==> config.mk <==
export PLATFORM = sky130hd
export DESIGN_NAME = pds_seq_ctrl
export DESIGN_NICKNAME = d
export VERILOG_FILES = /design/src/rtl/pds_pkg.sv /design/src/rtl/pds_wait_timer.sv /design/src/rtl/pds_mem_stepper.sv /design/src/rtl/pds_seq_ctrl.sv
export SDC_FILE = /design/constraint.sdc
export NUM_CORES = 1
export LEC_CHECK = 0
export CAP_MARGIN = 10
export CORE_MARGIN = 2
export CORE_UTILIZATION = 68
export CTS_CLUSTER_DIAMETER = 150
export DETAILED_ROUTE_END_ITERATION = 16
export DONT_BUFFER_PORTS = 1
export PLACE_DENSITY = 0.84
export SLEW_MARGIN = 0
export SYNTH_ARGS = -nofsm -noshare
export SYNTH_HDL_FRONTEND = slang
export SYNTH_SLANG_ARGS = --single-unit
==> constraint.sdc <==
create_clock -name clk -period 7.04 [get_ports clk]
set_clock_uncertainty 0.1 [all_clocks]
set_input_delay 0.704 -clock clk [delete_from_list [all_inputs] [get_ports clk]]
set_output_delay 0.704 -clock clk [all_outputs]
set_load 0.01 [all_outputs]
==> src/rtl/pds_pkg.sv <==
package pds_pkg;
  typedef enum logic [3:0] {
    ST_IDLE,
    ST_DN_MEM,
    ST_DN_TAIL,
    ST_DN_SWITCH,
    ST_DN_CLKM,
    ST_DN_CLKB,
    ST_UP_MEM,
    ST_UP_TAIL,
    ST_UP_RST,
    ST_UP_ISO,
    ST_UP_RREL,
    ST_UP_CLKM,
    ST_UP_CLKB
  } seq_state_t;
endpackage

==> src/rtl/pds_wait_timer.sv <==
module pds_wait_timer #(
  parameter int CNT_W = 16
) (
  input  logic             clk,
  input  logic             rst,
  input  logic             load,
  input  logic [CNT_W-1:0] load_val,
  output logic             expired
);
  logic [CNT_W-1:0] cnt_q;

  always_ff @(posedge clk) begin
    if (rst) begin
      cnt_q <= '0;
    end else if (load) begin
      cnt_q <= load_val;
    end else if (cnt_q != '0) begin
      cnt_q <= cnt_q - 1'b1;
    end
  end

  assign expired = (cnt_q == '0);

  // a freshly loaded count is the value given, never skipped
  assert_load_taken_R12: assert property (@(posedge clk) disable iff (rst)
    load |=> (cnt_q == $past(load_val)));
endmodule

==> src/rtl/pds_mem_stepper.sv <==
module pds_mem_stepper #(
  parameter int WIDE_GROUPS = 2,
  parameter int WORD_W      = 32,
  parameter int PAIR_W      = 2,
  parameter int NARROW_W    = 8
) (
  input  logic                          clk,
  input  logic                          rst,
  input  logic                          start,
  input  logic                          step,
  input  logic                          level,
  output logic                          last,
  output logic [WIDE_GROUPS*WORD_W-1:0] wide_q,
  output logic [NARROW_W-1:0]           narrow_q
);
  localparam int SPW   = WORD_W / PAIR_W;
  localparam int WIDE_STEPS = WIDE_GROUPS * SPW;
  localparam int TOTAL = WIDE_STEPS + NARROW_W;
  localparam int IDX_W = $clog2(TOTAL + 1);

  logic [IDX_W-1:0]              idx_q;
  logic [WIDE_GROUPS*WORD_W-1:0] wide_d;
  logic [NARROW_W-1:0]           narrow_d;

  assign last = (idx_q == IDX_W'(TOTAL - 1));

  always_comb begin
    wide_d   = wide_q;
    narrow_d = narrow_q;
    for (int g = 0; g < WIDE_GROUPS; g++) begin
      for (int p = 0; p < SPW; p++) begin
        if (step && (int'(idx_q) == g * SPW + p)) begin
          wide_d[g*WORD_W + p*PAIR_W +: PAIR_W] = {PAIR_W{level}};
        end
      end
    end
    for (int b = 0; b < NARROW_W; b++) begin
      if (step && (int'(idx_q) == WIDE_STEPS + b)) begin
        narrow_d[b] = level;
      end
    end
  end

  always_ff @(posedge clk) begin
    if (rst) begin
      idx_q    <= '0;
      wide_q   <= '1;
      narrow_q <= '1;
    end else begin
      wide_q   <= wide_d;
      narrow_q <= narrow_d;
      if (start) begin
        idx_q <= '0;
      end else if (step) begin
        idx_q <= idx_q + 1'b1;
      end
    end
  end

  // never more than one pair of bits moves in a single cycle
  assert_step_width_R3: assert property (@(posedge clk) disable iff (rst)
    (($countones(wide_q ^ $past(wide_q)) +
      $countones(narrow_q ^ $past(narrow_q))) <= PAIR_W));
endmodule

==> src/rtl/pds_seq_ctrl.sv <==
module pds_seq_ctrl #(
  parameter int CLK_MHZ         = 50,
  parameter bit USE_THIRD_GROUP = 1'b0,
  parameter int PRE_WAIT_US     = 20,
  parameter int STEP_WAIT_US    = 5,
  parameter int POST_WAIT_US    = 20,
  parameter int SETTLE_MS       = 20,
  parameter int WORD_W          = 32,
  parameter int PAIR_W          = 2,
  parameter int NARROW_W        = 8
) (
  input  logic                                        clk,
  input  logic                                        rst,
  input  logic                                        pwr_up_req,
  input  logic                                        pwr_down_req,
  output logic                                        pwr_ack,
  output logic                                        pwr_sw_off,
  output logic                                        iso_en,
  output logic                                        dom_rst,
  output logic                                        clk_main_en,
  output logic                                        clk_bus_en,
  output logic [(2+int'(USE_THIRD_GROUP))*WORD_W-1:0] mem_pd_wide,
  output logic [NARROW_W-1:0]                         mem_pd_narrow
);
  import pds_pkg::*;

  localparam int WIDE_GROUPS = 2 + int'(USE_THIRD_GROUP);
  localparam int PRE_CYC     = CLK_MHZ * PRE_WAIT_US;
  localparam int STEP_CYC    = CLK_MHZ * STEP_WAIT_US;
  localparam int POST_CYC    = CLK_MHZ * POST_WAIT_US;
  localparam int SETTLE_CYC  = CLK_MHZ * SETTLE_MS * 1000;
  localparam int MAX_A       = (PRE_CYC > STEP_CYC) ? PRE_CYC : STEP_CYC;
  localparam int MAX_B       = (POST_CYC > SETTLE_CYC) ? POST_CYC : SETTLE_CYC;
  localparam int MAX_CYC     = (MAX_A > MAX_B) ? MAX_A : MAX_B;
  localparam int CNT_W       = $clog2(MAX_CYC + 1);

  seq_state_t       state_q;
  logic             tmr_load;
  logic [CNT_W-1:0] tmr_val;
  logic             tmr_done;
  logic             stp_start;
  logic             stp_step;
  logic             stp_last;
  logic             dn_go;

  assign dn_go = pwr_down_req && !pwr_sw_off;

  pds_wait_timer #(.CNT_W(CNT_W)) u_timer (
    .clk      (clk),
    .rst      (rst),
    .load     (tmr_load),
    .load_val (tmr_val),
    .expired  (tmr_done)
  );

  pds_mem_stepper #(
    .WIDE_GROUPS (WIDE_GROUPS),
    .WORD_W      (WORD_W),
    .PAIR_W      (PAIR_W),
    .NARROW_W    (NARROW_W)
  ) u_stepper (
    .clk      (clk),
    .rst      (rst),
    .start    (stp_start),
    .step     (stp_step),
    .level    (state_q == ST_DN_MEM),
    .last     (stp_last),
    .wide_q   (mem_pd_wide),
    .narrow_q (mem_pd_narrow)
  );

  always_comb begin
    tmr_load  = 1'b0;
    tmr_val   = '0;
    stp_start = 1'b0;
    stp_step  = 1'b0;
    unique case (state_q)
      ST_IDLE: begin
        if (dn_go || pwr_up_req) begin
          tmr_load  = 1'b1;
          tmr_val   = CNT_W'(PRE_CYC - 1);
          stp_start = 1'b1;
        end
      end
      ST_DN_MEM, ST_UP_MEM: begin
        if (tmr_done) begin
          stp_step = 1'b1;
          tmr_load = 1'b1;
          tmr_val  = CNT_W'(STEP_CYC - 1);
        end
      end
      ST_DN_TAIL, ST_UP_TAIL: begin
        if (tmr_done) begin
          tmr_load = 1'b1;
          tmr_val  = CNT_W'(POST_CYC - 1);
        end
      end
      ST_DN_SWITCH: begin
        if (tmr_done) begin
          tmr_load = 1'b1;
          tmr_val  = CNT_W'(SETTLE_CYC - 1);
        end
      end
      default: begin
      end
    endcase
  end

  always_ff @(posedge clk) begin
    if (rst) begin
      state_q     <= ST_IDLE;
      pwr_ack     <= 1'b0;
      pwr_sw_off  <= 1'b1;
      iso_en      <= 1'b1;
      dom_rst     <= 1'b1;
      clk_main_en <= 1'b0;
      clk_bus_en  <= 1'b0;
    end else begin
      pwr_ack <= 1'b0;
      unique case (state_q)
        ST_IDLE: begin
          if (dn_go) begin
            iso_en  <= 1'b1;
            state_q <= ST_DN_MEM;
          end else if (pwr_up_req) begin
            pwr_sw_off <= 1'b0;
            state_q    <= ST_UP_MEM;
          end
        end
        ST_DN_MEM:    if (tmr_done && stp_last) state_q <= ST_DN_TAIL;
        ST_DN_TAIL:   if (tmr_done) state_q <= ST_DN_SWITCH;
        ST_DN_SWITCH: begin
          if (tmr_done) begin
            pwr_sw_off <= 1'b1;
            state_q    <= ST_DN_CLKM;
          end
        end
        ST_DN_CLKM: begin
          if (tmr_done) begin
            clk_main_en <= 1'b0;
            state_q     <= ST_DN_CLKB;
          end
        end
        ST_DN_CLKB: begin
          clk_bus_en <= 1'b0;
          pwr_ack    <= 1'b1;
          state_q    <= ST_IDLE;
        end
        ST_UP_MEM:  if (tmr_done && stp_last) state_q <= ST_UP_TAIL;
        ST_UP_TAIL: if (tmr_done) state_q <= ST_UP_RST;
        ST_UP_RST: begin
          if (tmr_done) begin
            dom_rst <= 1'b1;
            state_q <= ST_UP_ISO;
          end
        end
        ST_UP_ISO: begin
          iso_en  <= 1'b0;
          state_q <= ST_UP_RREL;
        end
        ST_UP_RREL: begin
          dom_rst <= 1'b0;
          state_q <= ST_UP_CLKM;
        end
        ST_UP_CLKM: begin
          clk_main_en <= 1'b1;
          state_q     <= ST_UP_CLKB;
        end
        ST_UP_CLKB: begin
          clk_bus_en <= 1'b1;
          pwr_ack    <= 1'b1;
          state_q    <= ST_IDLE;
        end
        default: state_q <= ST_IDLE;
      endcase
    end
  end

  // the switch is only opened on an isolated domain
  assert_iso_before_off_R5: assert property (@(posedge clk) disable iff (rst)
    $rose(pwr_sw_off) |-> iso_en);

  // isolation is dropped only while the domain reset is held
  assert_iso_release_in_reset_R8: assert property (@(posedge clk) disable iff (rst)
    $fell(iso_en) |-> dom_rst);

  // main clock comes up only on a released, de-isolated domain
  assert_clk_after_release_R8: assert property (@(posedge clk) disable iff (rst)
    $rose(clk_main_en) |-> (!iso_en && !dom_rst));

  // bus clock drops only after the main clock is already off
  assert_bus_after_main_R6: assert property (@(posedge clk) disable iff (rst)
    $fell(clk_bus_en) |-> !clk_main_en);

  // acknowledge is a single-cycle pulse
  assert_ack_pulse_R11: assert property (@(posedge clk) disable iff (rst)
    pwr_ack |=> !pwr_ack);

  // memory bits move only while the domain switch is on
  assert_mem_while_on_R3: assert property (@(posedge clk) disable iff (rst)
    ((mem_pd_wide != $past(mem_pd_wide)) || (mem_pd_narrow != $past(mem_pd_narrow)))
      |-> !pwr_sw_off);
endmodule

==> qor.yml, run 1 <==
status: "finished, final reports clean"
cts_buffer_depth: 2
report.final.slew_viol_count: 0
numPortBuffers: 0
syn_nets: 470
areaGrowthSynthToFinish_pct: -1.48
path_max_fanout: 13
rows: 26
use_met1_pct: 36.7
grt_pass1_wl_mm: 13.9
final_hold_viol_count: 0
final_nets: 428
fin_ws_ps: 3770
ys_warn_count: 0
p_leak_nw: 1.20
yosys.cell_types.count: 46
critical_path_required_ps: 7180
design_area_um2: 3650
cp_slowest_cell: "nor2_1"
syn-cell-area_um2: 3710
fin_cells: 493
post_cts_resized: 0
drc: 0
clk_pin_slew_ps: 80
avgSynthCellArea_um2: 8.06
min_path_type: "input pin to flip-flop"
drive_gt1_share_pct: 7.33
use_met2_pct: 46.2
ant_nets: 0
finalSetupTns_ps: 0
drt_iter0_markers: 187
ys_seq_area_share_pct: 41.0
cts_root_buf: "clkbuf_8"
max_stage_delay_ps: 720
cts_buffers: 9
postCtsHoldBufs: 0
fp.dieH_um: 77.9
finish.utilization_pct: 70.7
wire_per_inst_um: 16.1
path_cells: "inv_1 > ha_1 > or4b_1 > or3_1 > nor2_1 > a21boi_0 > a221oi_1"
cts_setup_buffers: 0
drt_first_pass_iters: 5
fmax_mhz: 306
cts_tree: "done"
gr-usage-all-layers_pct: 28.5
hold_slack_ps: 322
via_count: 3069
place_area_um2: 3480
synthCells: 460
num_antenna_cells: 0
r2r_slack_ps: 3770
h-tree-depth: 3
async_flop_share_pct: 0
drt_wl_total_mm: 7.93
power_density_nw_per_um2: 345
final_common_cell: "dfxtp_1"
place_inst: 477
cts_sinks: 76
first_global_vias: 2951
total_power_mw: 1.26
worst_pin_slew_ps: 904
start_util_pct: 71.7
grt_max_degree: 60
fp.coreArea_um2: 5170
r2r_cells: 7
layout_common_cells: "dfxtp_1 (76), nor2_1 (60), a21oi_1 (57), nor3_1 (48), nand2_1 (34)"
grt_use_met3_pct: 7.56
ys_ff_latch: 76
critical_path_arrival_ps: 3410
synth_edf_count: 0
place_ws_ps: 3860
fin_crit_ps: 3270
finalSetupViolations: 0
synth-main-ff-cell: "dfxtp_1"
ir_drop_mv: 0.251
num_io_pins: 82
fin_crit_sh_pct: 46.5
path_class: "flip-flop to flip-flop"
dpl.hpwl_mm: 5.42
vias_per_cell: 6.23
maxSlewHeadroom_pct: 39.5
grt_setup_unrepaired: "no"
insertion_delay_ps: 350
die_area_um2: 6060
grt_overflow_total: 0
gr-max-usage-layer: "met2"
place.gp.congestion: 0.869
setup.worst_path.start_class: "flip-flop"
die_x_um: 77.9
antenna_found_initial: 0
cp-end-kind: "flip-flop"
whs_path_depth: 1
maxCapViolCount: 0
==> sequential cells by signal, summed over array words and instances, names as in the netlist <==
name	cells
pwr_ack	1
u_stepper.idx_q	6
clk_bus_en	1
state_q	4
u_stepper.wide_q	32
u_stepper.narrow_q	8
u_timer.cnt_q	20
dom_rst	1
clk_main_en	1
pwr_sw_off	1
iso_en	1
==> Yosys cell counts, types with 7 or more instances <==
| cell type | instances | share of area (%) |
|---|---|---|
| o21ai_0 | 12 | 1.6 |
| or3_1 | 8 | 1.3 |
| nor2_1 | 61 | 6.2 |
| nor3_1 | 48 | 6.5 |
| buf_4 | 32 | 6.5 |
| nor4_1 | 8 | 1.3 |
| clkbuf_1 | 20 | 2.0 |
| xor2_1 | 7 | 1.7 |
| a21oi_1 | 57 | 7.7 |
| nand2_1 | 34 | 3.4 |
| dfxtp_1 | 76 | 41 |
| xnor2_1 | 16 | 3.8 |
==> power breakdown <==
part           switching, mW  total, mW  internal, mW
Sequential            0.0599      0.536         0.476
Clock                  0.166      0.304         0.138
Combinational          0.252      0.421         0.169
==> area by class of cell <==
cell class,instances,area [um2]
inverters,6,22.5
clock inverters,5,36.3
clock buffers,11,141
multi-input cells,324,1840
well taps,70,87.6
flip-flops and latches,76,1520
fillers,395,1520
repair buffers,1,7.51
==> layer usage <==
metal / vias to the layer above / wire length (um)
met5: - / 0
met2: 126 / 3750
met4: 0 / 119
met1: 1435 / 3380
met3: 14 / 675
li1: 1494 / -
==> logic make-up (layout without fill, tap and decap cells) <==
| family | Yosys count | count (layout) | share of synthesized area (%) |
|---|---|---|---|
| and+or+nand+nor | 199 | 199 | 27.0 |
| AOI/OAI and AO/OA | 95 | 95 | 14.7 |
| DFF | 76 | 76 | 41.0 |
| buffers and inverters | 60 | 23 | 9.51 |
| xor gates and xnor gates | 23 | 23 | 5.43 |
| adders and majority gates | 6 | 6 | 2.02 |
| muxes | 1 | 1 | 0.270 |
==> path summary, 6_finish.rpt <==
kind | from | to
min reg2reg | clk_bus_en | clk_bus_en
min | rst | u_timer.cnt_q[6]
max reg2reg | u_timer.cnt_q[0] | u_timer.cnt_q[1]
max | u_timer.cnt_q[0] | u_timer.cnt_q[1]
==> worst max-delay path: cells and delay by family, from the launching register on <==
family	cells	cell delay, ps
and+or+nand+nor	3	1740
AOI/OAI and AO/OA	2	670
DFF	1	350
adders and majority gates	1	160
buffers and inverters	1	140
Power figures use the tool's default switching activity.
==> inputs of run 2 (changes only) <==
- ABC_AREA: default -> 1
- CORE_UTILIZATION: 68 -> 58
- PLACE_DENSITY: 0.84 -> 0.76
- clock period: 7.04 -> 2.62 ns (I/O delays scaled with it)
==> run 2 against run 1 <==
Synthesized cell count is 28% higher. Flip-flop and latch count stayed put. Synthesized area grew 15%. Power grew to 3.6 times the previous value. Maximum frequency is 48% higher. Count of clock-buffer cells in the layout fell by 2. Wire length grew 27%. Critical path depth rose by 4. Setup slack got worse by 3400 ps. Via count rose by 24%. Clock power increased to 3.4 times the previous value. Global-route usage shrank 3.5 points. Critical path type unchanged.
==> qor.yml, run 2 <==
status: "finished, final reports clean"
cp.depth: 11
die_area_um2: 8070
regMostFlops: "u_stepper.wide_q"
grt_setup_unrepaired: "no"
setup.worst_path.start_class: "flip-flop"
grt_max_degree: 38
rows: 31
whs_path_depth: 3
finish.utilization_pct: 60.5
fin_crit_sh_pct: 84.3
synth_common_cells: "nand2_1 (126), nor2_1 (77), dfxtp_1 (76), nand3_1 (56), inv_1 (47)"
via_count: 3795
dpl.hpwl_mm: 7.29
path_class: "flip-flop to flip-flop"
power_density_nw_per_um2: 1040
synthTopCellsByArea: "dfxtp_1 (36%), nand2_1 (11%), nor2_1 (6.8%), nand3_1 (6.6%), buf_4 (6.0%)"
fp.dieH_um: 89.8
p_leak_nw: 1.97
synthMostInstantiatedCell: "nand2_1"
die_x_um: 89.8
synth_top_cell_area_share_pct: 35.6
worst_pin_slew_ps: 873
fin_crit_ps: 2210
avgSynthCellArea_um2: 7.28
async_flop_share_pct: 0
fill_cells: 633
maxSlewHeadroom_pct: 41.8
num_io_pins: 82
cp_slowest_cell: "dfxtp_1"
ys_ff_latch: 76
largest_register_ffs: 32
synth_top_area_cell: "dfxtp_1"
min_path_type: "input pin to flip-flop"
grt_overflow_total: 0
ys_warn_count: 0
hold-path-endpoint: "pwr_sw_off"
first_global_vias: 3417
drt_first_pass_iters: 8
finalSetupViolations: 0
r2r_cells: 11
drc: 0
maxCapViolCount: 0
ir_drop_mv: 0.507
place.gp.congestion: 0.939
max_stage_delay_ps: 340
gr-usage-all-layers_pct: 25.0
h-tree-depth: 3
clk_pin_slew_ps: 80
yosys.cell_types.count: 37
cts_buffers: 9
report.final.slew_viol_count: 0
path_cells: "inv_1 > ha_1 > nand2_1 > nor2_1 > nand3_4 > nor2_4 > inv_2 > nor2_1 > nand2_1 > nand2_1 > nand3_1"
layout_common_cells: "nand2_1 (126), nor2_1 (77), dfxtp_1 (76), nand3_1 (56), inv_1 (47)"
r2r_slack_ps: 410
cpMostUsedCell: "nand2_1"
rr_startpoint: "u_timer.cnt_q[0]"
design_area_um2: 4340
largestRegisters: "u_stepper.wide_q x32, u_timer.cnt_q x20, u_stepper.narrow_q x8"
finalSetupTns_ps: 0
insertion_delay_ps: 360
cts_buffer_depth: 2
numPortBuffers: 0
synthCells: 587
wire_per_inst_um: 15.3
worstHoldStart: "pwr_up_req"
post_cts_resized: 0
ant_nets: 0
critical_path_arrival_ps: 2320
cts_tree: "done"
cts_sinks: 76
path_delay_family: "simple AND/OR/NAND/NOR gates"
antenna_found_initial: 0
rr_endpoint: "u_stepper.narrow_q[4]"
grt_pass1_wl_mm: 16.6
vias_per_cell: 5.76
drive_gt1_share_pct: 12.5
synth_edf_count: 0
cts_root_buf: "clkbuf_8"
synth-main-ff-cell: "dfxtp_1"
syn-cell-area_um2: 4270
syn_nets: 597
num_antenna_cells: 0
ys_seq_area_share_pct: 35.6
drt_wl_total_mm: 10.1
cp-end-kind: "flip-flop"
final_hold_viol_count: 0
cp.buffers_inverters: 2
fmax_mhz: 453
place_area_um2: 4100
critical_path_required_ps: 2740
final_nets: 565
fp.coreArea_um2: 7180
final_common_cell: "nand2_1"
areaGrowthSynthToFinish_pct: 1.58
path_max_fanout: 14
start_util_pct: 59.5
drt_iter0_markers: 341
-- run 2: timing repair --
| action | CTS | global route |
|---|---|---|
| hold endpoints to repair | 12 | 0 |
| hold buffers | 1 | 0 |
| buffers inserted | 0 | 0 |
-- run 2: worst min-delay path, delay by kind of cell --
kind / cells / cell delay, ps
buffers and inverters: 1 / 40
AND/OR/NAND/NOR: 1 / 70
AO/OA/AOI/OAI: 1 / 80
-- run 2: per-layer routing --
layer	GRT usage, %	share of wire [%]	up-vias
li1	-	-	1845
met1	35.0	44	1733
met2	36.9	44	194
met3	7.29	9.9	23
met4	8.97	2.2	0
met5	0	0	-
-- run 2: report_power, final --
group	internal, mW	switching [mW]	leakage (nW)	total (mW)
clock network	0.554	0.484	0.114	1.04
registers	1.31	0.165	0.618	1.47
logic	0.629	1.37	1.24	2.00
-- run 2: how the worst max path moves through the flow --
stage                           startpoint                     to  slack (ps)
after floorplan           u_timer.cnt_q[0]   u_stepper.wide_q[34]         910
after global placement    u_timer.cnt_q[0]  u_stepper.narrow_q[4]         510
after detailed placement  u_timer.cnt_q[0]  u_stepper.narrow_q[4]         460
after CTS                 u_timer.cnt_q[0]  u_stepper.narrow_q[4]         450
after global routing      u_timer.cnt_q[0]  u_stepper.narrow_q[4]         250
final                     u_timer.cnt_q[0]  u_stepper.narrow_q[4]         410
-- run 2: cell families (layout without fill, tap and decap cells) --
family,count (synthesis),after routing,synth area share (%)
adder cells (fa/ha/maj),6,6,1.76
AO/OA/AOI/OAI,83,83,13.6
XOR/XNOR,10,10,2.05
AND/OR/NAND/NOR,307,307,33.9
buffers and inverters,105,78,13.1
flip-flops,76,76,35.6
-- run 2: final cells by class --
class | instances | area, um2 | share of cell area [%]
sequential | 76 | 1520 | 35.1
clock inverter | 7 | 108 | 2.48
inverter | 56 | 211 | 4.87
multi-input combinational | 406 | 2190 | 50.5
timing repair buffer | 6 | 60.1 | 1.38
tap | 99 | 124 | 2.85
clock buffer | 9 | 124 | 2.85
-- run 2: metrics by stage --
step / setup slack [ps] / hold WS (ps) / power [mW] / std cells
CTS: 453 / 19.2 / 4.48 / 659
global route: 251 / 67.3 / 4.83 / 659
global placement: 512 / 237 / 3.42 / 642
detailed placement: 461 / 238 / 3.43 / 642
floorplan: 911 / 262 / 3.07 / 587
finish: 411 / 30.8 / 4.51 / 659
==> inputs of run 3 (changes only) <==
- CORE_UTILIZATION: 58 -> 64
- PLACE_DENSITY: 0.76 -> 0.8
- clock period: 2.62 -> 2.2 ns (I/O delays scaled with it)
==> run 3 against run 2 <==
Maximum frequency up 9.0%. Critical path type unchanged. Critical endpoint is now u_stepper.wide_q[62]. Sequential share of layout area down 0.28 points. First-iteration DRC count down 2.6%. Sequential power up 19%. Wire length up 1.4%.
==> qor.yml, run 3 (synthesis results as in run 2) <==
insertion_delay_ps: 360
dpl.hpwl_mm: 7.30
crit_end: "u_stepper.wide_q[62]"
die_x_um: 85.7
h-tree-depth: 3
cts_buffer_depth: 2
fin_crit_ps: 2030
areaGrowthSynthToFinish_pct: 2.40
final_nets: 573
fin_cells: 645
wire_per_inst_um: 15.8
critical_path_required_ps: 2330
rr_startpoint: "u_timer.cnt_q[0]"
numPortBuffers: 0
worst_pin_slew_ps: 608
maxCapViolCount: 0
path_cells: "inv_1 > ha_1 > nand3_1 > nor2_1 > nand2_1 > nor2_2 > nand3_1 > nor2_2 > nand2_1 > nand2_1 > nand3_1"
fmax_mhz: 494
min_path_type: "input pin to flip-flop"
rows: 29
cts_buffers: 9
grt_max_degree: 38
finalSetupViolations: 0
clk_pin_slew_ps: 80
ir_drop_mv: 1.15
fp.coreArea_um2: 6390
vias_per_cell: 5.81
path_class: "flip-flop to flip-flop"
ant_nets: 0
final_common_cell: "nand2_1"
wl_met1_mm: 4.67
drt_wl_total_mm: 10.2
routed.top_layer: "met4"
report.final.slew_viol_count: 0
num_io_pins: 82
startpoint: "u_timer.cnt_q[0]"
r2r_cells: 11
final_hold_viol_count: 0
cts_tree: "done"
grt_setup_unrepaired: "no"
layout_common_cells: "nand2_1 (126), dfxtp_1 (76), nor2_1 (75), nand3_1 (56), inv_1 (47)"
gr-usage-all-layers_pct: 28.2
max_stage_delay_ps: 350
cp-end-kind: "flip-flop"
cts_root_buf: "clkbuf_8"
p_leak_nw: 2.00
largest_register_ffs: 32
cp_slowest_cell: "dfxtp_1"
place.gp.congestion: 0.932
critical_path_arrival_ps: 2160
finalSetupTns_ps: 0
fill_cells: 558
cts_sinks: 76
largestRegisters: "u_stepper.wide_q x32, u_timer.cnt_q x20, u_stepper.narrow_q x8"
wl_met3_um: 739
grt_overflow_total: 0
start_util_pct: 66.9
status: "finished, final reports clean"
cp.depth: 11
path_delay_family: "simple AND/OR/NAND/NOR gates"
first_global_vias: 3478
wl_met2_mm: 4.64
fin_crit_sh_pct: 92.1
grt_pass1_wl_mm: 16.5
rr_endpoint: "u_stepper.wide_q[62]"
power_density_nw_per_um2: 1250
via_count: 3746
fp.dieH_um: 85.7
r2r_slack_ps: 170
maxSlewHeadroom_pct: 59.3
drt_iter0_markers: 332
antenna_found_initial: 0
num_antenna_cells: 0
cp.buffers_inverters: 1
drt_first_pass_iters: 5
path_max_fanout: 6
regMostFlops: "u_stepper.wide_q"
finish.utilization_pct: 68.5
drc: 0
die_area_um2: 7350
place_inst: 623
setup.worst_path.start_class: "flip-flop"
hold_slack_ps: 151
drive_gt1_share_pct: 13.9
[run 3: tightest hold or removal path, stage by stage]
cell,delay [ps]
nand2_1,90
nor2_1,70
o22ai_1,110
nand2_1,60
[run 3: worst min path at each step]
stage | start | to | slack, ps | depth (start not counted)
floorplan | rst | u_stepper.narrow_q[5] | 220 | 2
global placement | rst | clk_main_en | 200 | 1
detailed placement | rst | clk_main_en | 200 | 1
CTS | pwr_down_req | iso_en | 130 | 4
global route | pwr_down_req | iso_en | 160 | 4
finish | pwr_down_req | iso_en | 150 | 4
[run 3: stage by stage]
| step | setup slack, ps | power, mW | instance area, um2 |
|---|---|---|---|
| final | 175 | 5.47 | 4380 |
| after global routing | 16.5 | 5.86 | 4380 |
| after CTS | 178 | 5.34 | 4340 |
| after detailed placement | 192 | 4.11 | 4090 |
| after global placement | 258 | 4.08 | 4090 |
| after floorplan | 491 | 3.66 | 4270 |
[run 3: layer usage]
| metal | GRT usage (%) | vias to the layer above |
|---|---|---|
| met5 | 0 | - |
| met4 | 7.94 | 0 |
| met3 | 6.54 | 16 |
| met2 | 44.5 | 146 |
| met1 | 38.9 | 1722 |
| li1 | - | 1862 |
[run 3: timing repair]
action,CTS,global route
setup endpoints to repair,0,9
hold endpoints to repair,13,0
gates resized for setup,0,2
setup buffers,0,3
hold buffers,2,0
[run 3: area by class of cell]
cell class | instances | area [um2] | area share, %
Clock buffer | 10 | 138 | 3.15
Clock inverter | 6 | 86.3 | 1.97
Inverter | 56 | 211 | 4.83
Multi-Input combinational cell | 407 | 2210 | 50.4
Sequential cell | 76 | 1520 | 34.8
Tap cell | 77 | 96.3 | 2.20
Timing Repair Buffer | 13 | 115 | 2.63
[run 3: where the power goes]
| part | total (mW) | switching [mW] | internal [mW] |
|---|---|---|---|
| registers | 1.75 | 0.191 | 1.56 |
| clock network | 1.22 | 0.551 | 0.670 |
| logic | 2.50 | 1.71 | 0.794 |
